## src/rtl/vend_pkg.sv

```systemverilog
package vend_pkg;

    localparam int CREDIT_W   = 8;
    localparam int PRICE_CTS  = 125;
    localparam int VAL_BIG    = 25;
    localparam int VAL_MID    = 10;
    localparam int VAL_SMALL  = 5;

    typedef enum logic [1:0] {
        SEL_NONE  = 2'd0,
        SEL_BIG   = 2'd1,
        SEL_MID   = 2'd2,
        SEL_SMALL = 2'd3
    } coin_sel_e;

    typedef enum logic {
        ST_COLLECT = 1'b0,
        ST_VEND    = 1'b1
    } vend_state_e;

    typedef struct packed {
        logic      load;
        logic      clear;
        coin_sel_e sel;
    } dp_cmd_t;

    // Fixed priority: largest coin first, one coin per cycle.
    function automatic coin_sel_e pick_coin(input logic c25, input logic c10,
                                            input logic c5);
        if (c25)      return SEL_BIG;
        else if (c10) return SEL_MID;
        else if (c5)  return SEL_SMALL;
        else          return SEL_NONE;
    endfunction

endpackage

```

## src/rtl/vend_datapath.sv

```systemverilog
module vend_datapath
    import vend_pkg::*;
#(
    parameter int W      = CREDIT_W,
    parameter int PRICE  = PRICE_CTS,
    parameter int V_BIG  = VAL_BIG,
    parameter int V_MID  = VAL_MID,
    parameter int V_SML  = VAL_SMALL
) (
    input  logic    clk,
    input  logic    rst,
    input  logic    enable,
    input  dp_cmd_t cmd,
    output logic    enough
);
    localparam int MAX_CREDIT = PRICE - V_SML + V_BIG;
    localparam logic [W-1:0] PRICE_W = W'(PRICE);

    logic [W-1:0] credit_q;
    logic [W-1:0] coin_val;
    logic [W-1:0] sum;

    // Input-select mux
    always_comb begin
        case (cmd.sel)
            SEL_BIG:   coin_val = W'(V_BIG);
            SEL_MID:   coin_val = W'(V_MID);
            SEL_SMALL: coin_val = W'(V_SML);
            default:   coin_val = '0;
        endcase
    end

    // Adder
    assign sum = credit_q + coin_val;

    // Credit register
    always_ff @(posedge clk) begin
        if (rst || cmd.clear)
            credit_q <= '0;
        else if (cmd.load)
            credit_q <= sum;
    end

    // Comparator
    assign enough = (credit_q >= PRICE_W);

    a_r1_reset_clears: assert property (@(posedge clk)
        rst |=> (credit_q == '0));

    a_r5_clear_empties: assert property (@(posedge clk) disable iff (rst)
        cmd.clear |=> (credit_q == '0));

    a_r7_off_holds: assert property (@(posedge clk) disable iff (rst)
        !enable |=> (credit_q == $past(credit_q)));

    a_r8_credit_bound: assert property (@(posedge clk) disable iff (rst)
        credit_q <= W'(MAX_CREDIT));

endmodule

```

## src/rtl/vend_ctrl.sv

```systemverilog
module vend_ctrl
    import vend_pkg::*;
(
    input  logic    clk,
    input  logic    rst,
    input  logic    enable,
    input  logic    coin25,
    input  logic    coin10,
    input  logic    coin5,
    input  logic    enough,
    output dp_cmd_t cmd,
    output logic    dispense
);
    vend_state_e state_q, state_d;
    coin_sel_e   req_sel;

    assign req_sel = pick_coin(coin25, coin10, coin5);

    always_comb begin
        state_d   = state_q;
        cmd.load  = 1'b0;
        cmd.clear = 1'b0;
        cmd.sel   = SEL_NONE;
        case (state_q)
            ST_COLLECT: begin
                if (enable) begin
                    if (enough) begin
                        state_d = ST_VEND;
                    end else if (req_sel != SEL_NONE) begin
                        cmd.load = 1'b1;
                        cmd.sel  = req_sel;
                    end
                end
            end
            ST_VEND: begin
                state_d   = ST_COLLECT;
                cmd.clear = enable;
            end
            default: state_d = ST_COLLECT;
        endcase
    end

    always_ff @(posedge clk) begin
        if (rst) state_q <= ST_COLLECT;
        else     state_q <= state_d;
    end

    assign dispense = (state_q == ST_VEND) && enable;

    a_r4_vend_needs_credit: assert property (@(posedge clk) disable iff (rst)
        $rose(dispense) |-> $past(enough));

    a_r6_off_no_load: assert property (@(posedge clk) disable iff (rst)
        !enable |-> (!cmd.load && !cmd.clear));

    a_r3_single_select: assert property (@(posedge clk) disable iff (rst)
        (cmd.load && coin25) |-> (cmd.sel == SEL_BIG));

endmodule

```

## src/rtl/vend_unit.sv

```systemverilog
module vend_unit
    import vend_pkg::*;
#(
    parameter int W     = CREDIT_W,
    parameter int PRICE = PRICE_CTS
) (
    input  logic clk,
    input  logic rst,
    input  logic enable,
    input  logic coin25,
    input  logic coin10,
    input  logic coin5,
    output logic dispense
);
    dp_cmd_t cmd;
    logic    enough;

    vend_ctrl u_ctrl (
        .clk      (clk),
        .rst      (rst),
        .enable   (enable),
        .coin25   (coin25),
        .coin10   (coin10),
        .coin5    (coin5),
        .enough   (enough),
        .cmd      (cmd),
        .dispense (dispense)
    );

    vend_datapath #(
        .W     (W),
        .PRICE (PRICE)
    ) u_dp (
        .clk    (clk),
        .rst    (rst),
        .enable (enable),
        .cmd    (cmd),
        .enough (enough)
    );

    a_r6_off_no_dispense: assert property (@(posedge clk) disable iff (rst)
        !enable |-> !dispense);

    a_r4_one_cycle: assert property (@(posedge clk) disable iff (rst)
        dispense |=> !dispense);

    a_r1_reset_quiet: assert property (@(posedge clk)
        rst |=> !dispense);

endmodule

```

## config.mk

```make
export PLATFORM = sky130hd
export DESIGN_NAME = vend_unit
export DESIGN_NICKNAME = d
export VERILOG_FILES = /design/src/rtl/vend_pkg.sv /design/src/rtl/vend_datapath.sv /design/src/rtl/vend_ctrl.sv /design/src/rtl/vend_unit.sv
export SDC_FILE = /design/constraint.sdc
export NUM_CORES = 1
export LEC_CHECK = 0
export BUFFER_PORTS_ARGS = -buffer_cell sky130_fd_sc_hd__buf_4
export CAP_MARGIN = 20
export CORE_AREA = 3 3 49 51
export DETAILED_ROUTE_END_ITERATION = 7
export DIE_AREA = 0 0 52 54
export PLACE_DENSITY = 0.52
export SETUP_SLACK_MARGIN = 0.3
export SYNTH_ARGS = -nofsm -noshare
export SYNTH_HDL_FRONTEND = slang
export SYNTH_SLANG_ARGS = --single-unit
```

## constraint.sdc

```tcl
create_clock -name clk -period 2.9 [get_ports clk]
set_input_delay 0.29 -clock clk [delete_from_list [all_inputs] [get_ports clk]]
set_output_delay 0.29 -clock clk [all_outputs]
set_load 0.03 [all_outputs]
```

==> results.cfg <==
[run_status]
status = finished clean

[sta]
grt_setup_unrepaired = true
fin_tns_setup_ns = 0
relSlewSlack = 0.750
fin_worst_skew_ns = 0.00145
hold_viol = 0
fmax_ghz = 0.394
slew_viol_final = 0
setup_ws_ns = 0.363
worst_pin_slew_ns = 0.374
fin_crit_sh = 0.875
finalCriticalPeriod_ns = 2.54
setup-violations-final = 0

[pwr]
ir_worst_vdd_mv = 0.244
power_uw = 331
powerDensity_mw_per_mm2 = 356
total_leakage_power_nw = 0.349

[drt]
routedWlPerCell_um = 13.2
drtIter0Drc = 8
drc = 0
dr.pass1.iters = 3
antenna_left = 0
vias = 604
via_per_inst = 4.95
wirelength_mm = 1.61

[die]
rows = 16
start_util = 0.345
io_pins = 7
core_mm2 = 0.00198
die_h_um = 54
die-area_mm2 = 0.00281
die_x_um = 52

[placement]
pre_cts_ws_ns = 0.197
routabilityCongestion = 0.744
port_buffers = 6
hpwl_mm = 1.15
place_area_um2 = 763

[logic_synthesis]
synth_flop_cell = dfxtp_1
ys_seq_area_frac = 0.263
yosys_warnings = 0
synth_area_um2 = 684
ys_ff_latch = 9
async_reset_ff_frac = 0
avgSynthCellArea_um2 = 8.25
synth_nets = 98
netlist_instances = 83
synth_cell_types = 33
synth_edf_count = 0

[setup_path]
crit_path_end_kind = flop
arrival_ns = 2.70
r2r_slack_ns = 0.36
crit_required_ns = 3.07
critPathKind = flop to flop
cp-start-kind = flop
cp_max_fo = 3
r2r_cells = 12

[cts]
cts_buffers = 3
h-tree-depth = 1
cts.sinks = 9
cts_hold_buffers = 0
cts_tree = done
clock_latency_ns = 0.27
root_buffer = clkbuf_4
cts_buffer_depth = 2
cts.reportedPaths.clkPinSlew_ns = 0.07

[finish]
final_cell_area_um2 = 930
drive_gt1_frac = 0.432
final_nets = 111
fill_cells = 193
antenna_cells = 0
area_growth_pct = 35.8

[min_path]
hold_class = input port to flop
min_path_cells = 2

[job]
maxCapViolCount = 0

[grt]
grt_overflow = 0
first_global_vias = 570
grt_max_degree = 9
grt_first_pass_wirelength_mm = 2.53
antenna_found_initial = 0
grtUsageTotal = 0.124
[per-stage QoR]
stage / instances / util / hold slack (ns)
after floorplan: 83 / - / 0.369
after global placement: 116 / 0.385 / 0.451
after detailed placement: 116 / 0.385 / 0.462
after CTS: 120 / 0.414 / 0.193
after global routing: 122 / 0.469 / 0.203
final: 122 / 0.469 / 0.195
[power breakdown]
group	internal, mW	switching [mW]	leakage, nW
Combinational	0.0462	0.0462	0.258
Sequential	0.129	0.00699	0.0754
Clock	0.0533	0.0499	0.0150
[registers in the layout, summed over array words and instances (netlist names)]
register and count:
u_ctrl.state_q 1, u_dp.credit_q 8
[layout make-up]
cell class                      count  area [um^2]  area share
Multi-Input combinational cell     65          574       0.618
Sequential cell                     9          188       0.202
Timing Repair Buffer               10         78.8      0.0848
Tap cell                           27         33.8      0.0363
Inverter                            7         28.8      0.0310
Clock buffer                        4         26.3      0.0283
[cell families after synthesis]
| group | after synthesis | synth area share |
|---|---|---|
| AO/OA/AOI/OAI | 26 | 0.241 |
| XOR/XNOR | 2 | 0.0256 |
| adder cells (fa/ha/maj) | 9 | 0.176 |
| buffers and inverters | 9 | 0.0603 |
| flip-flops | 9 | 0.263 |
| AND/OR/NAND/NOR | 28 | 0.234 |
[critical path, cell delays in order, from the launching register on]
cell and delay, ns:
dfxtp_4 0.36, nor3b_4 0.22, o31ai_4 0.12, or3_4 0.40, inv_4 0.08, ha_4 0.13, inv_2 0.03, fa_2 0.36
nor2b_2 0.14, o31a_1 0.16, or2_1 0.14, a31oi_1 0.09, a41o_1 0.20
[worst paths after layout]
| check | from | to |
|---|---|---|
| max | u_dp.credit_q[7] | u_dp.credit_q[6] |
| min | rst | u_ctrl.state_q |
| max reg2reg | u_dp.credit_q[7] | u_dp.credit_q[6] |
| min reg2reg | u_ctrl.state_q | u_ctrl.state_q |
[per-layer routing]
layer / wire [um] / GRT usage
met5: 0 / 0
met4: 0 / 0.0393
met3: 50 / 0.0443
met2: 786 / 0.188
met1: 776 / 0.164
[cell usage in the layout (no fill, tap or decap), types with 2 or more instances in the layout]
cell type / count
buf_4: 9
a21oi_1: 7
nor2_1: 7
nand2_1: 5
o21ai_0: 5
dfxtp_1: 5
ha_4: 4
inv_1: 3
inv_2: 3
ha_1: 3
clkbuf_4: 3
dfxtp_2: 3
nor2_4: 2
o21a_1: 2
or2_1: 2
a21oi_2: 2
xnor2_1: 2
[cells in the mapped netlist (all sizes together), types with 2 or more instances]
cell,count,area share
inv,7,0.038
o31ai,2,0.029
a21oi,9,0.066
xnor2,2,0.026
dfxtp,9,0.26
nor3,2,0.031
a211oi,2,0.022
nand2,6,0.033
ha,8,0.15
nor2,10,0.066
o21a,2,0.022
o21ai,6,0.044
or2,2,0.018
[repair_timing]
item	CTS	global route
pin swaps	2	9
gates resized for setup	8	24
endpoints found under the setup margin	3	4
gates cloned	0	0
setup buffers	0	2
Power figures use the tool's default switching activity.
